File: config.mk
export PLATFORM = sky130hd
export DESIGN_NAME = sa_buf_indexer
export DESIGN_NICKNAME = d
export VERILOG_FILES = /design/src/rtl/sabi_pkg.sv /design/src/rtl/sabi_timebase.sv /design/src/rtl/sabi_index_ctl.sv /design/src/rtl/sabi_write_port.sv /design/src/rtl/sa_buf_indexer.sv
export SDC_FILE = /design/constraint.sdc
export NUM_CORES = 1
export LEC_CHECK = 0
export BUFFER_PORTS_ARGS = -buffer_cell sky130_fd_sc_hd__buf_2
export CORE_ASPECT_RATIO = 1.5
export CORE_MARGIN = 5
export CORE_UTILIZATION = 30
export CTS_CLUSTER_SIZE = 14
export DETAILED_ROUTE_END_ITERATION = 10
export GPL_TIMING_DRIVEN = 0
export SYNTH_ARGS = -nofsm -noshare
export SYNTH_HDL_FRONTEND = slang
export SYNTH_SLANG_ARGS = --single-unit
File: constraint.sdc
create_clock -name clk -period 2.1 [get_ports clk]
set_input_delay 0.105 -clock clk [delete_from_list [all_inputs] [get_ports clk]]
set_output_delay 0.105 -clock clk [all_outputs]
set_load 0.02 [all_outputs]
File: src/rtl/sabi_pkg.sv
package sabi_pkg;
    localparam int unsigned STAT_W   = 16;
    localparam int unsigned CNT_W    = 5;
    localparam int unsigned TAG_W    = 8;
    localparam int unsigned ERR_BIT  = 13;
    localparam int unsigned CMD_IRQ_BIT  = 8;
    localparam int unsigned LAST_IRQ_BIT = 15;

    typedef struct packed {
        logic [1:0]       rsvd;
        logic             err;
        logic [CNT_W-1:0] wcnt;
        logic [TAG_W-1:0] tag;
    } stat_word_t;

    typedef enum logic [1:0] {
        WR_NONE = 2'd0,
        WR_DATA = 2'd1,
        WR_STAT = 2'd2
    } wr_kind_e;

    function automatic stat_word_t pack_status(input logic err,
                                               input logic [5:0] wcnt,
                                               input logic [TAG_W-1:0] tag);
        stat_word_t s;
        s.rsvd = 2'b00;
        s.err  = err;
        s.wcnt = wcnt[CNT_W-1:0];
        s.tag  = tag;
        return s;
    endfunction
endpackage

File: src/rtl/sabi_timebase.sv
module sabi_timebase #(
    parameter int unsigned TAG_W = 8
) (
    input  logic             clk,
    input  logic             rst,
    input  logic             tick,
    output logic [TAG_W-1:0] tag
);
    logic [TAG_W-1:0] tag_q;

    always_ff @(posedge clk) begin
        if (rst)       tag_q <= '0;
        else if (tick) tag_q <= tag_q + 1'b1;
    end

    assign tag = tag_q;

    a_r8_tag_steps: assert property (@(posedge clk) disable iff (rst)
        tick |=> tag_q == $past(tag_q) + 1'b1);
    a_r8_tag_holds: assert property (@(posedge clk) disable iff (rst)
        !tick |=> $stable(tag_q));
endmodule

File: src/rtl/sabi_index_ctl.sv
module sabi_index_ctl #(
    parameter int unsigned ADDR_W = 16,
    parameter int unsigned CTRL_W = 16,
    parameter int unsigned IDX_W  = 7,
    parameter int unsigned STRIDE = 32
) (
    input  logic              clk,
    input  logic              rst,
    input  logic              cfg_we,
    input  logic [CTRL_W-1:0] cfg_ctrl,
    input  logic [ADDR_W-1:0] cfg_data_ptr,
    input  logic [ADDR_W-1:0] cfg_stat_ptr,
    input  logic              cmd_valid,
    input  logic              msg_done,
    input  logic              msg_err,
    output logic [ADDR_W-1:0] data_ptr,
    output logic [ADDR_W-1:0] stat_ptr,
    output logic              irq_cmd,
    output logic              irq_last
);
    import sabi_pkg::*;

    localparam logic [ADDR_W-1:0] STEP = ADDR_W'(STRIDE);
    localparam logic [IDX_W-1:0]  ONE  = IDX_W'(1);

    logic [CTRL_W-1:0] ctrl_q;
    logic [IDX_W-1:0]  idx_q;
    logic [ADDR_W-1:0] ptr_q, sptr_q;
    logic              irq_cmd_q, irq_last_q;
    logic              good_end, can_adv;

    assign good_end = msg_done && !msg_err;
    assign can_adv  = good_end && (idx_q != '0);

    always_ff @(posedge clk) begin
        if (rst) begin
            ctrl_q <= '0;
            idx_q  <= '0;
            ptr_q  <= '0;
            sptr_q <= '0;
        end else if (cfg_we) begin
            ctrl_q <= cfg_ctrl;
            idx_q  <= cfg_ctrl[IDX_W-1:0];
            ptr_q  <= cfg_data_ptr;
            sptr_q <= cfg_stat_ptr;
        end else if (can_adv) begin
            idx_q <= idx_q - ONE;
            ptr_q <= ptr_q + STEP;
        end
    end

    always_ff @(posedge clk) begin
        if (rst) begin
            irq_cmd_q  <= 1'b0;
            irq_last_q <= 1'b0;
        end else begin
            irq_cmd_q  <= cmd_valid && ctrl_q[CMD_IRQ_BIT];
            irq_last_q <= !cfg_we && can_adv && (idx_q == ONE) && ctrl_q[LAST_IRQ_BIT];
        end
    end

    assign data_ptr = ptr_q;
    assign stat_ptr = sptr_q;
    assign irq_cmd  = irq_cmd_q;
    assign irq_last = irq_last_q;

    a_r5_advance: assert property (@(posedge clk) disable iff (rst)
        (msg_done && !msg_err && !cfg_we && idx_q != '0)
        |=> (ptr_q == $past(ptr_q) + STEP) && (idx_q == $past(idx_q) - ONE));
    a_r6_freeze: assert property (@(posedge clk) disable iff (rst)
        (msg_done && !cfg_we && idx_q == '0) |=> $stable(ptr_q) && idx_q == '0);
    a_r7_err_hold: assert property (@(posedge clk) disable iff (rst)
        (msg_done && msg_err && !cfg_we) |=> $stable(ptr_q) && $stable(idx_q));
    a_r10_last_once: assert property (@(posedge clk) disable iff (rst)
        irq_last_q |-> idx_q == '0);
    a_r2_load: assert property (@(posedge clk) disable iff (rst)
        cfg_we |=> ptr_q == $past(cfg_data_ptr) && sptr_q == $past(cfg_stat_ptr));
endmodule

File: src/rtl/sabi_write_port.sv
module sabi_write_port #(
    parameter int unsigned ADDR_W = 16,
    parameter int unsigned DATA_W = 16,
    parameter int unsigned STRIDE = 32,
    parameter int unsigned TAG_W  = 8
) (
    input  logic              clk,
    input  logic              rst,
    input  logic              cfg_we,
    input  logic              word_valid,
    input  logic [DATA_W-1:0] word_data,
    input  logic              msg_done,
    input  logic [5:0]        msg_wcnt,
    input  logic              msg_err,
    input  logic [TAG_W-1:0]  tag,
    input  logic [ADDR_W-1:0] data_ptr,
    input  logic [ADDR_W-1:0] stat_ptr,
    output logic              ram_we,
    output logic [ADDR_W-1:0] ram_addr,
    output logic [DATA_W-1:0] ram_wdata
);
    import sabi_pkg::*;

    localparam int unsigned OFF_W = $clog2(STRIDE);

    logic [OFF_W-1:0]  off_q;
    wr_kind_e          kind_d, kind_q;
    logic [ADDR_W-1:0] addr_q;
    logic [DATA_W-1:0] data_q;
    stat_word_t        sw;

    assign sw = pack_status(msg_err, msg_wcnt, tag);

    always_comb begin
        if (msg_done)        kind_d = WR_STAT;
        else if (word_valid) kind_d = WR_DATA;
        else                 kind_d = WR_NONE;
    end

    always_ff @(posedge clk) begin
        if (rst || cfg_we || msg_done) off_q <= '0;
        else if (word_valid)           off_q <= off_q + 1'b1;
    end

    always_ff @(posedge clk) begin
        if (rst) begin
            kind_q <= WR_NONE;
            addr_q <= '0;
            data_q <= '0;
        end else begin
            kind_q <= kind_d;
            case (kind_d)
                WR_STAT: begin
                    addr_q <= stat_ptr;
                    data_q <= DATA_W'(sw);
                end
                WR_DATA: begin
                    addr_q <= data_ptr + ADDR_W'(off_q);
                    data_q <= word_data;
                end
                default: begin
                    addr_q <= addr_q;
                    data_q <= data_q;
                end
            endcase
        end
    end

    assign ram_we    = (kind_q != WR_NONE);
    assign ram_addr  = addr_q;
    assign ram_wdata = data_q;

    a_r4_status_write: assert property (@(posedge clk) disable iff (rst)
        msg_done |=> ram_we && ram_addr == $past(stat_ptr) && ram_wdata[15:14] == 2'b00);
    a_r3_data_write: assert property (@(posedge clk) disable iff (rst)
        (word_valid && !msg_done) |=> ram_we && ram_wdata == $past(word_data));
    a_r1_idle_quiet: assert property (@(posedge clk) disable iff (rst)
        (!word_valid && !msg_done) |=> !ram_we);
endmodule

File: src/rtl/sa_buf_indexer.sv
module sa_buf_indexer #(
    parameter int unsigned ADDR_W = 16,
    parameter int unsigned DATA_W = 16,
    parameter int unsigned CTRL_W = 16,
    parameter int unsigned IDX_W  = 7,
    parameter int unsigned STRIDE = 32,
    parameter int unsigned TAG_W  = 8
) (
    input  logic              clk,
    input  logic              rst,
    input  logic              cfg_we,
    input  logic [CTRL_W-1:0] cfg_ctrl,
    input  logic [ADDR_W-1:0] cfg_data_ptr,
    input  logic [ADDR_W-1:0] cfg_stat_ptr,
    input  logic              cmd_valid,
    input  logic              word_valid,
    input  logic [DATA_W-1:0] word_data,
    input  logic              msg_done,
    input  logic [5:0]        msg_wcnt,
    input  logic              msg_err,
    input  logic              tb_tick,
    output logic              ram_we,
    output logic [ADDR_W-1:0] ram_addr,
    output logic [DATA_W-1:0] ram_wdata,
    output logic              irq_cmd,
    output logic              irq_last
);
    logic [TAG_W-1:0]  tag;
    logic [ADDR_W-1:0] data_ptr, stat_ptr;

    sabi_timebase #(.TAG_W(TAG_W)) u_time (
        .clk(clk), .rst(rst), .tick(tb_tick), .tag(tag)
    );

    sabi_index_ctl #(.ADDR_W(ADDR_W), .CTRL_W(CTRL_W), .IDX_W(IDX_W), .STRIDE(STRIDE)) u_idx (
        .clk(clk), .rst(rst), .cfg_we(cfg_we), .cfg_ctrl(cfg_ctrl),
        .cfg_data_ptr(cfg_data_ptr), .cfg_stat_ptr(cfg_stat_ptr),
        .cmd_valid(cmd_valid), .msg_done(msg_done), .msg_err(msg_err),
        .data_ptr(data_ptr), .stat_ptr(stat_ptr),
        .irq_cmd(irq_cmd), .irq_last(irq_last)
    );

    sabi_write_port #(.ADDR_W(ADDR_W), .DATA_W(DATA_W), .STRIDE(STRIDE), .TAG_W(TAG_W)) u_wr (
        .clk(clk), .rst(rst), .cfg_we(cfg_we),
        .word_valid(word_valid), .word_data(word_data),
        .msg_done(msg_done), .msg_wcnt(msg_wcnt), .msg_err(msg_err),
        .tag(tag), .data_ptr(data_ptr), .stat_ptr(stat_ptr),
        .ram_we(ram_we), .ram_addr(ram_addr), .ram_wdata(ram_wdata)
    );

    a_r9_irq_cmd_needs_cmd: assert property (@(posedge clk) disable iff (rst)
        irq_cmd |-> $past(cmd_valid));
    a_r10_irq_last_needs_end: assert property (@(posedge clk) disable iff (rst)
        irq_last |-> $past(msg_done) && !$past(msg_err));
endmodule

==> Yosys cells after proc, flatten, opt, wreduce, memory -nomap -nowiden <==
Index checks and enable logic that the tools add are counted.
Widths: inputs -> output; s select.
{ "totals": {"regBits": 104, "out_inout_bits": 35} }
{ "classes": {"reduce_logical": 14, "n_addsub": 5, "eq_ne": 3, "n_mux": 8} }
{ "op_table": {"columns": ["cell", "count"], "rows": [
  ["$pmux 16 s2", 2],
  ["$mux 16", 2],
  ["$add 16x5->16", 1],
  ["$add 16x6->16 const B", 1],
  ["$mux 7", 2],
  ["$add 8x1->8 const B", 1],
  ["$eq 7x1->1 const B", 1],
  ["$reduce_bool 7->1", 1],
  ["$sub 7x1->7 const B", 1],
  ["$logic_and 1x1->1", 6],
  ["$reduce_bool 2->1", 3],
  ["$add 5x1->5 const B", 1],
  ["$eq 2x1->1 const B", 1],
  ["$eq 2x2->1 const B", 1],
  ["$logic_not 1->1", 2],
  ["$logic_or 1x1->1", 2],
  ["$mux 2", 1],
  ["$mux 1", 1]
]} }

==> Longest topological paths before layout <==
Gate-level depths: netlist of the first run.
{ "logic_depth": {"depth_word": 6, "depth_mapped": 7} }

==> By module <==
Synthesis of the first run repeated with hierarchy kept, for this count alone.
{ "unflattened": {"cells_unflattened": 511, "hier_area_um2": 4491.8} }
{ "modules_own_cells": {"columns": ["module", "cells_per_inst", "area_per_inst_um2", "n_inst"], "rows": [
  ["sabi_write_port", 268, 2197.1, 1],
  ["sabi_index_ctl", 206, 1955.6, 1],
  ["sabi_timebase", 37, 339.1, 1]
]} }

==> Worst setup path after synthesis of the first run <==
OpenSTA, ideal clock, no wires.
{ "synth_path": {"path_kind": "reg2reg", "from": "register u_wr.off_q[0]", "to": "register u_wr.addr_q[12] (netlist: u_wr.ram_addr[12])", "t_required_ns": 1.963, "arrival_ns": 1.801, "setup_time_ns": 0.137, "setup_slack_ns": 0.162, "stages_incl_launch_ff": 7, "path_cell_list": "dfxtp_1 -> ha_1 -> fa_1 -> a211o_1 -> a21oi_1 -> or4b_1 -> o211ai_1"} }
{ "synth_via": {"elab_chain_len": 2} }
{ "synth_lines": {"columns": ["item", "line", "text"], "rows": [
  ["start: declaration", "sabi_write_port.sv:26", "logic [OFF_W-1:0] off_q;"],
  ["start signal: assignment", "sabi_write_port.sv:42", "else if (word_valid) off_q <= off_q + 1'b1;"],
  ["$add 16x5->16", "sabi_write_port.sv:58", "addr_q <= data_ptr + ADDR_W'(off_q);"],
  ["$pmux 16 s2", "sabi_write_port.sv:52", "case (kind_d)"],
  ["end signal: assignment", "sabi_write_port.sv:54", "addr_q <= stat_ptr;"],
  ["end signal: assignment", "sabi_write_port.sv:58", null],
  ["end signal: assignment", "sabi_write_port.sv:62", "addr_q <= addr_q;"],
  ["end: declaration", "sabi_write_port.sv:28", "logic [ADDR_W-1:0] addr_q;"]
]} }
Every way passes these cells.
A chain may end at the register's enable or synchronous reset.

==> Worst setup path after layout of the first run <==
{ "layout_path": {"from": "register u_wr.off_q[0]", "to": "register u_wr.addr_q[8] (netlist: u_wr.ram_addr[8])"} }
The elaborated chain is that of the path after synthesis.

==> metrics.yaml, run 1 <==
run_status:
  status: "completed"
synth:
  synth_top_area_share_pct: 41.2
  synth_edf_count: 0
  synth_seq_cells: 90
  syn_nets: 592
  synth_top_family_by_area: "simple AND/OR/NAND/NOR gates"
  syn_area_mm2: 0.00437
  ys_warn_count: 0
  synth_compound_area_share_pct: 16.2
  synth-xor-area-share_pct: 3.00
  synth_commonest_cells: "dfxtp_1 (90), nor2_1 (90), mux2i_1 (45)"
  async_flop_share_pct: 0
  synth_simple_gate_area_share_pct: 21.7
  synth_top_area_cell: "dfxtp_1"
  synthAdderAreaFrac_pct: 3.32
  synth_cell_type_count: 57
  synthTopCellsByArea: "dfxtp_1 (41%), mux2i_1 (10%), nor2_1 (7.7%), a21oi_1 (3.8%), ha_1 (2.9%)"
  synth-main-ff-cell: "dfxtp_1"
  synth.area.mux_share_pct: 10.3
  seq_area_frac_synth_pct: 41.2
  syn_area_per_cell_um2: 8.70
  postSynthCellCount: 503
place:
  post_dp_cell_area_mm2: 0.00512
  io_buffers: 101
  gp_congestion: 0.909
  dpl.hpwl_um: 10600
  numPlacedInstances: 800
pwr:
  p_sw_share_pct: 25.7
  vdd_ir_drop_max_v: 0.000343
  clockPowerShare_pct: 43.1
  p_seq_share_pct: 43.6
  power_density_mw_per_mm2: 775
  internal-power_mw: 3.20
  p_leak_nw: 2.37
  power_frac_comb_pct: 13.3
  p_switching_mw: 1.11
global_route:
  grt_max_degree: 16
  grtUsageMet1_pct: 18.0
  grt_usage_pct: 16.1
  grt_overflow: 0
  grt_pass1_wl_um: 21300
  met3_usage_pct: 2.82
  antenna_found_initial: 1
  grt.busiest_layer: "met2"
  grt_pass1_vias: 4168
  met2_usage_pct: 29.1
setup_path:
  critPathLaunchType: "flip-flop"
  critPathArrivalTime_ns: 2.24
  crit_path_end_kind: "flip-flop"
  crit_required_ns: 2.37
  path_class: "reg2reg"
  path_max_fanout: 8
route:
  drt_wl_total_um: 13700
  vias_per_cell: 5.07
  drtIter0Drc: 198
  wl_per_cell_um: 16.7
  drtAntennaViolNets: 0
  vias: 4175
  drtPass1Iterations: 4
  post-route-drc-count: 0
sta:
  fin_skew_ns: 0.00789
  timing.slew.headroom_pct: 49.4
  setup_viol: 0
  hold_viol: 0
  period_share_pct: 93.8
  fmax_mhz: 508
  final.min_clock_period_ns: 1.97
  holdWs_ns: 0.00579
  slew_viol_final: 0
  tightestPinTransition_ns: 0.759
  grt_setup_unrepaired: "false"
  tns_ns: 0
cells_and_area:
  nets: 710
  fill_cells: 1533
  syn_to_final_growth_pct: 27.1
  drive_gt1_share_pct: 23.2
  multi_input_area_mm2: 0.00241
  layoutNonFillerInstCount: 823
  utilization_pct: 38.4
  seq_area_mm2: 0.00180
  final_area_mm2: 0.00556
run:
  drv_cap: 0
clocking:
  clk_pin_slew_worst_paths_ns: 0.07
  numCtsBuffers: 9
  cts.sinks: 90
  htreeDepth: 3
  clock_path_buffers: 2
  cts_tree: "built"
  worstSkewPairLatency_ns: 0.34
  cts_setup_buffers: 0
  root_buffer: "clkbuf_16"
floorplan:
  coreArea_mm2: 0.0145
  initial_utilization_pct: 30.3
  dieHeight_um: 158
  die_w_um: 109
  die_area_mm2: 0.0171
  rows: 54
  pin_count: 113
min_path:
  hp-class: "in2reg"
per-layer routing:
metal  share of wire [%]  vias up
met4                 2.9        0
met5                   0        -
met1                  39     1980
li1                    -     2051
met3                 5.1       25
met2                  53      119
registers in the layout, indices dropped and copies added (netlist names):
signal	count
u_wr.off_q	5
u_wr.kind_q	2
u_wr.ram_wdata	16
u_wr.ram_addr	16
u_idx.stat_ptr	16
u_idx.ctrl_q	2
u_idx.irq_last	1
u_idx.data_ptr	16
u_idx.idx_q	7
u_idx.irq_cmd	1
u_time.tag	8
power by group through the flow:
stage	Combinational (mW)	Clock (mW)	Sequential, mW
6_report	0.575	1.86	1.88
5_1_grt	0.636	1.96	1.88
4_1_cts	0.579	1.90	1.87
3_5_place_dp	0.567	0	1.91
3_3_place_gp	0.553	0	1.91
2_1_floorplan	0.325	0	1.93
cell usage in the layout (no fill, tap or decap), types with 7 or more instances in the layout:
cell type and instances:
buf_2 106, xor2_1 8, inv_1 10, nand4_1 9, clkbuf_16 9, xnor2_1 7
ha_1 8, or3_1 8, buf_1 10, nor2_1 90, nand2_1 24, mux2i_1 45
o211ai_1 10, dfxtp_1 88, nand3_1 8, o21ai_0 8, a311oi_1 7, a211oi_1 14
clkbuf_1 19, a21oi_1 31
repair_timing:
| action | CTS | global route |
|---|---|---|
| setup endpoints to repair | 4 | 7 |
| pin swaps | 0 | 2 |
| resized for setup | 2 | 8 |
| endpoints found under the hold margin | 6 | 0 |
| hold buffers | 6 | 0 |
logic make-up (layout without fill, tap and decap cells):
logic type	after synthesis	count (layout)
AOI/OAI and AO/OA	105	105
xor gates and xnor gates	15	15
other	0	1
buffers and inverters	46	169
and+or+nand+nor	191	191
DFF	90	90
muxes	45	45
adders and majority gates	11	11
worst paths after layout:
path / start / end / slack, ns / cells past startpoint
setup / recovery: u_wr.off_q[0]$_SDFFE_PP0P_ / u_wr.ram_addr[8]$_SDFFE_PP0P_ / 0.13 / 6
setup reg to reg: u_wr.off_q[0]$_SDFFE_PP0P_ / u_wr.ram_addr[8]$_SDFFE_PP0P_ / 0.13 / 6
hold / removal: cfg_data_ptr[4] / u_idx.data_ptr[4]$_SDFFE_PP0P_ / 0.006 / 3
hold reg to reg: u_idx.stat_ptr[6]$_SDFFE_PP0P_ / u_wr.ram_addr[6]$_SDFFE_PP0P_ / 0.48 / 2
worst max-delay path: stages (launching register included):
cell     delay, ns
dfxtp_2       0.37
ha_2          0.22
fa_2          0.23
a211o_1       0.19
a21oi_4       0.11
or4b_2        0.64
a31oi_1       0.14
area by class of cell:
cell class	instances	area share, %
sequential	90	32.5
clock buffer	9	4.05
inverter	11	0.743
clock inverter	7	2.12
timing repair buffer	107	10.2
antenna	1	0.0450
tap	196	4.41
buffer	35	2.61
multi-input combinational	367	43.4
stage by stage:
stage	total power, mW	setup WS, ns
final	4.31	0.131
after CTS	4.35	0.0394
after detailed placement	2.48	-0.271
after global placement	2.46	-0.178
after global routing	4.48	0.0141
after floorplan	2.26	0.162
No activity file was read; power rests on OpenSTA's default activity.
==> inputs of run 2 (changes only) <==
Clock period 2.1 ns to 1.9 ns, I/O delays scaled along.
==> run 2 against run 1 <==
Effect of this change:
- worst hold slack got worse by 0.0025 ns
- sequential share of layout area shrank 1.3 points
- cell count grew 2.4%
- fmax grew 5.3%
==> metrics.yaml, run 2 (synthesis results as in run 1) <==
run_status:
  status: "completed"
sta:
  hold_viol: 0  # unchanged
  fmax_mhz: 535  # +5.3%
  setup_slack_ns: 0.0311  # -0.100 ns
  final.min_clock_period_ns: 1.87  # -0.0999 ns
  slew_viol_final: 0  # unchanged
  holdWs_ns: 0.00331  # -0.00248 ns
  setup_viol: 0  # unchanged
  timing.slew.headroom_pct: 43.3  # -6.1 points
  period_share_pct: 98.4  # +4.6 points
  fin_skew_ns: 0.00723  # -0.000660 ns
  grt_setup_unrepaired: "true"
  tightestPinTransition_ns: 0.850  # +0.0916 ns
clocking:
  cts.sinks: 90  # unchanged
  root_buffer: "clkbuf_16"
  clk_pin_slew_worst_paths_ns: 0.07  # about the same
  numCtsBuffers: 9  # unchanged
  clock_path_buffers: 2  # unchanged
  htreeDepth: 3  # unchanged
  worstSkewPairLatency_ns: 0.35  # about the same
  cts_tree: "built"
place:
  dpl_worst_slack_ns: -0.230  # +0.0415 ns
  gp_congestion: 0.834  # -8.3%
  dpl.hpwl_um: 10600  # -0.51%
  io_buffers: 101  # unchanged
cells_and_area:
  drive_gt1_share_pct: 25.0  # +1.9 points
  num_antenna_cells: 0  # -1
  nets: 731  # +3.0%
  fill_cells: 1512  # -1.4%
  seq_area_mm2: 0.00182  # +0.69%
  final_cell_mix: "buf_2 (106), nor2_1 (90), dfxtp_1 (82), mux2i_1 (45), a21oi_1 (31)"
  final_common_cell: "buf_2"
  syn_to_final_growth_pct: 33.2
  utilization_pct: 40.3  # +1.8 points
  multi_input_area_mm2: 0.00248  # +2.9%
floorplan:
  rows: 54  # unchanged
  coreArea_mm2: 0.0145  # unchanged
  pin_count: 113  # unchanged
  initial_utilization_pct: 30.3  # unchanged
  die_area_mm2: 0.0171  # unchanged
  die_w_um: 109  # unchanged
  dieHeight_um: 158  # unchanged
route:
  wl_per_cell_um: 16.4  # -1.7%
  drtAntennaViolNets: 0  # unchanged
  drtPass1Iterations: 5  # +1
  vias_per_cell: 5.10  # +0.48%
  vias: 4297  # +2.9%
  drt_wl_total_um: 13800  # +0.74%
  post-route-drc-count: 0  # unchanged
  drtIter0Drc: 237  # +20%
pwr:
  vdd_ir_drop_max_v: 0.000336  # -2.0%
  p_leak_nw: 2.46  # +4.0%
  power_density_mw_per_mm2: 804  # +3.8%
  total_power_mw: 4.68  # +8.7%
min_path:
  hp-class: "in2reg"
setup_path:
  crit_required_ns: 2.11  # -0.26 ns
  path_class: "reg2reg"
  critPathLaunchType: "flip-flop"
  crit_path_end_kind: "flip-flop"
  path_max_fanout: 8  # unchanged
  critPathArrivalTime_ns: 2.08  # -0.16 ns
global_route:
  antenna_found_initial: 0  # -1
  grt_max_degree: 16  # unchanged
  grt_pass1_vias: 4309  # +3.4%
  grt_overflow: 0  # unchanged
  grt_pass1_wl_um: 21600  # +1.5%
  grt_usage_pct: 16.4  # +0.28 points
run:
  drv_cap: 0  # unchanged
==> run 2: where the power goes <==
part           internal [mW]  switching, mW
Combinational          0.297          0.378
Sequential              1.99         0.0956
Clock                   1.16          0.765
Total                   3.44           1.24
==> run 2: layout make-up <==
type,instances,share of cell area (%)
well taps,196,4.21
multi-input cells,367,42.6
clock inverters,6,1.55
flip-flops and latches,90,31.2
inverters,11,0.709
clock buffers,10,3.93
plain buffers,33,2.38
repair buffers,130,13.4
==> run 2: repair_timing <==
| action | CTS | global route |
|---|---|---|
| hold buffers | 23 | 0 |
| pin swaps | 6 | 11 |
| endpoints found under the setup margin | 12 | 16 |
| endpoints found under the hold margin | 23 | 0 |
| gates resized for setup | 15 | 15 |
| setup buffers | 3 | 3 |
==> run 2: metrics by stage <==
step	TNS [ns]	cells	instance area, µm²
CTS	0	842	5770
detailed placement	-1.28	800	5130
global placement	-0.888	800	5130
global route	-0.0793	843	5820
finish	0	843	5820
floorplan	0	503	4380
==> run 2: metal layers <==
metal	global-route usage [%]	share of wire, %
met1	17.9	39
met2	29.8	52
met3	3.26	5.0
met4	7.82	3.2
met5	0	0
==> run 2: worst paths after layout <==
kind | startpoint | to | slack, ns | depth (start not counted)
worst max-delay path | u_wr.off_q[0]$_SDFFE_PP0P_ | u_wr.ram_addr[12]$_SDFFE_PP0P_ | 0.03 | 6
worst min-delay path | cfg_stat_ptr[4] | u_idx.stat_ptr[4]$_SDFFE_PP0P_ | 0.003 | 3
worst max register to register | u_wr.off_q[0]$_SDFFE_PP0P_ | u_wr.ram_addr[12]$_SDFFE_PP0P_ | 0.03 | 6
worst min register to register | u_idx.idx_q[6]$_SDFFE_PP0P_ | u_idx.irq_last$_SDFF_PP0_ | 0.48 | 1
==> run 2: critical path: stages (launching register included) <==
cell,delay [ns]
dfxtp_4,0.35
ha_4,0.16
fa_2,0.34
a211o_1,0.35
a21oi_4,0.28
or4b_1,0.17
o211ai_1,0.08
==> inputs of run 3 (changes only) <==
Settings changed: SYNTH_HIERARCHICAL set to 1.
==> run 3 against run 2 <==
Effect of this change:
- worst setup slack improved by 0.023 ns
- die area grew 2.5%
- utilization fell by 0.49 points
- clock skew is 0.0042 ns higher
- via count decreased by 0.54%
- power is 4.7% lower
- sequential share of layout area shrank 0.20 points
- sequential power about the same
- clock power is 11% lower
==> metrics.yaml, run 3 <==
synth:
  synth_top_area_cell: "dfxtp_1"
  ys_warn_count: 6  # +6
  synth_edf_count: 0  # unchanged
  seq_area_frac_synth_pct: 40.1  # -1.1 points
  syn_nets: 600  # +1.4%
  synth-main-ff-cell: "dfxtp_1"
  synthTopCellsByArea: "dfxtp_1 (40%), mux2i_1 (10%), nor2_1 (7.5%), a21oi_1 (4.2%), a211oi_1 (3.0%)"
  syn_area_mm2: 0.00449  # +2.7%
  synth_top_area_share_pct: 40.1  # -1.1 points
  async_flop_share_pct: 0  # unchanged
  synth_seq_cells: 90  # unchanged
  synth_commonest_cells: "dfxtp_1 (90), nor2_1 (90), mux2i_1 (46)"
  syn_area_per_cell_um2: 8.79  # +1.1%
  postSynthCellCount: 511  # +1.6%
  synth_cell_type_count: 65  # +14%
cells_and_area:
  fill_cells: 1481  # -2.1%
  final_area_mm2: 0.00583  # +0.17%
  num_antenna_cells: 0  # unchanged
  final_cell_mix: "buf_2 (113), nor2_1 (90), dfxtp_1 (85), mux2i_1 (46), a21oi_1 (37)"
  final_common_cell: "buf_2"
  nets: 738  # +0.96%
  drive_gt1_share_pct: 25.2  # +0.19 points
  layoutNonFillerInstCount: 850  # +0.83%
  syn_to_final_growth_pct: 29.9
clocking:
  clk_pin_slew_worst_paths_ns: 0.07  # about the same
  cts_tree: "built"
  root_buffer: "clkbuf_16"
  clock_path_buffers: 2  # unchanged
  worstSkewPairLatency_ns: 0.34  # about the same
  htreeDepth: 3  # unchanged
  cts.sinks: 90  # unchanged
  numCtsBuffers: 9  # unchanged
sta:
  tightestPinTransition_ns: 0.758  # -0.0917 ns
  setup_viol: 0  # unchanged
  timing.slew.headroom_pct: 49.4  # +6.1 points
  hold_viol: 0  # unchanged
  fmax_mhz: 542  # +1.2%
  slew_viol_final: 0  # unchanged
  fin_skew_ns: 0.0115  # +0.00424 ns
  final.min_clock_period_ns: 1.85  # -0.0228 ns
  period_share_pct: 97.2  # -1.2 points
  tns_ns: 0  # unchanged
floorplan:
  rows: 54  # unchanged
  coreArea_mm2: 0.0147  # +1.4%
  pin_count: 113  # unchanged
  initial_utilization_pct: 30.6  # +0.38 points
  dieHeight_um: 160  # +1.2%
  die_area_mm2: 0.0176  # +2.5%
  die_w_um: 110  # +1.2%
global_route:
  grt_usage_pct: 15.0  # -1.4 points
  grt_overflow: 0  # unchanged
  grt_max_degree: 18  # +2
  antenna_found_initial: 0  # unchanged
  grt_pass1_vias: 4219  # -2.1%
  grt_pass1_wl_um: 20900  # -3.4%
place:
  numPlacedInstances: 809  # +1.1%
  post_dp_cell_area_mm2: 0.00525  # +2.3%
  gp_congestion: 0.886  # +6.3%
  dpl.hpwl_um: 10100  # -4.9%
  io_buffers: 102  # +0.99%
route:
  drtPass1Iterations: 4  # -1
  post-route-drc-count: 0  # unchanged
  drt-met1-wl_um: 5250  # -3.2%
  drtIter0Drc: 239  # +0.84%
  top_layer: "met4"
  vias: 4274  # -0.54%
  met2_length_um: 6770  # -6.6%
  drt_wl_total_um: 13300  # -3.5%
  wl_met3_um: 858  # +23%
  drtAntennaViolNets: 0  # unchanged
  vias_per_cell: 5.03  # -1.4%
  wl_per_cell_um: 15.7  # -4.3%
setup_path:
  crit_path_end_kind: "flip-flop"
  ff2ff_setup_slack_ns: 0.05  # +0.02 ns
  worstRegToRegCells: 6  # unchanged
  critPathArrivalTime_ns: 2.09  # about the same
  r2r_start: "u_wr/off_q[0]$_SDFFE_PP0P_"
  reg2reg_to: "u_wr/ram_addr[14]$_SDFFE_PP0P_"
  path_max_fanout: 8  # unchanged
  startpoint: "u_wr/off_q[0]$_SDFFE_PP0P_"
  crit_required_ns: 2.14  # +0.03 ns
  critPathLaunchType: "flip-flop"
  path_class: "reg2reg"
pwr:
  power_density_mw_per_mm2: 765  # -4.9%
  p_leak_nw: 2.50  # +1.5%
  vdd_ir_drop_max_v: 0.000362  # +7.6%
run_status:
  status: "completed"
run:
  drv_cap: 0  # unchanged
min_path:
  min_from: "cfg_data_ptr[2]"
  hold_depth: 3  # unchanged
  hold_path_end: "u_idx/data_ptr[2]$_SDFFE_PP0P_"
  hp-class: "in2reg"
[run 3: cell types whose count changed after synthesis, sizes merged, moves of 7 or more]
cell | previous run | this run
a311oi | 9 | 1
clkbuf | 19 | 11
nor3b | 6 | 14
o211ai | 10 | 3
o21ai | 15 | 6
[run 3: what timing repair did]
action / CTS / global route
hold buffers: 21 / 0
endpoints found under the hold margin: 21 / 0
setup buffers: 2 / 2
setup endpoints to repair: 10 / 18
gates resized for setup: 5 / 13
pin swaps: 2 / 3
[run 3: metrics by stage]
stage / util [%] / hold slack [ns] / setup WS (ns) / power [mW]
finish: 39.8 / 0.00372 / 0.0539 / 4.46
global route: 39.8 / 0.0193 / -0.0121 / 4.68
CTS: 39.4 / 0.00210 / 0.00838 / 4.50
detailed placement: 35.8 / 0.322 / -0.153 / 2.75
global placement: 35.8 / 0.321 / -0.114 / 2.73
floorplan: - / 0.216 / 0.134 / 2.51
[run 3: final cells by class]
type / instances / area [µm²] / share of cell area [%]
Tap cell: 196 / 245 / 4.20
Clock inverter: 7 / 61.3 / 1.05
Multi-Input combinational cell: 371 / 2520 / 43.1
Timing Repair Buffer: 127 / 751 / 12.9
Sequential cell: 90 / 1810 / 31.0
Inverter: 17 / 63.8 / 1.09
Buffer: 33 / 164 / 2.81
Clock buffer: 9 / 225 / 3.86
[run 3: cell families after synthesis]
family	after synthesis	share of synthesized area (%)
AOI/OAI and AO/OA	100	15.5
and+or+nand+nor	197	22.5
muxes	46	10.3
xor gates and xnor gates	17	3.31
buffers and inverters	50	5.07
adders and majority gates	11	3.23
DFF	90	40.1
[run 3: worst max-delay path: stages (launching register included)]
cell and delay (ns):
dfxtp_1 0.35, ha_1 0.25, fa_2 0.39, a21oi_4 0.18, o211ai_4 0.15, and3_1 0.19
o221ai_1 0.23
[run 3: how the worst max path moves through the flow]
stage          depth (start not counted)  slack (ns)                        endpoint
3_3_place_gp                           6       -0.11  u_wr/ram_addr[14]$_SDFFE_PP0P_
6_report                               6        0.05  u_wr/ram_addr[14]$_SDFFE_PP0P_
3_5_place_dp                           6       -0.15  u_wr/ram_addr[14]$_SDFFE_PP0P_
4_1_cts                                7       0.008     u_idx/idx_q[3]$_SDFFE_PP0P_
5_1_grt                                5       -0.01  u_wr/ram_addr[11]$_SDFFE_PP0P_
2_1_floorplan                          6        0.13  u_wr/ram_addr[14]$_SDFFE_PP0P_
[run 3: per-layer routing]
metal	up-vias	track usage [%]
li1	2125	-
met1	1970	16.9
met2	146	26.6
met3	33	2.91
met4	0	6.86
met5	-	0
[run 3: where the power goes]
group | total [mW] | switching, mW | internal (mW)
Combinational | 0.671 | 0.367 | 0.304
Clock | 1.70 | 0.790 | 0.909
Sequential | 2.09 | 0.103 | 1.99
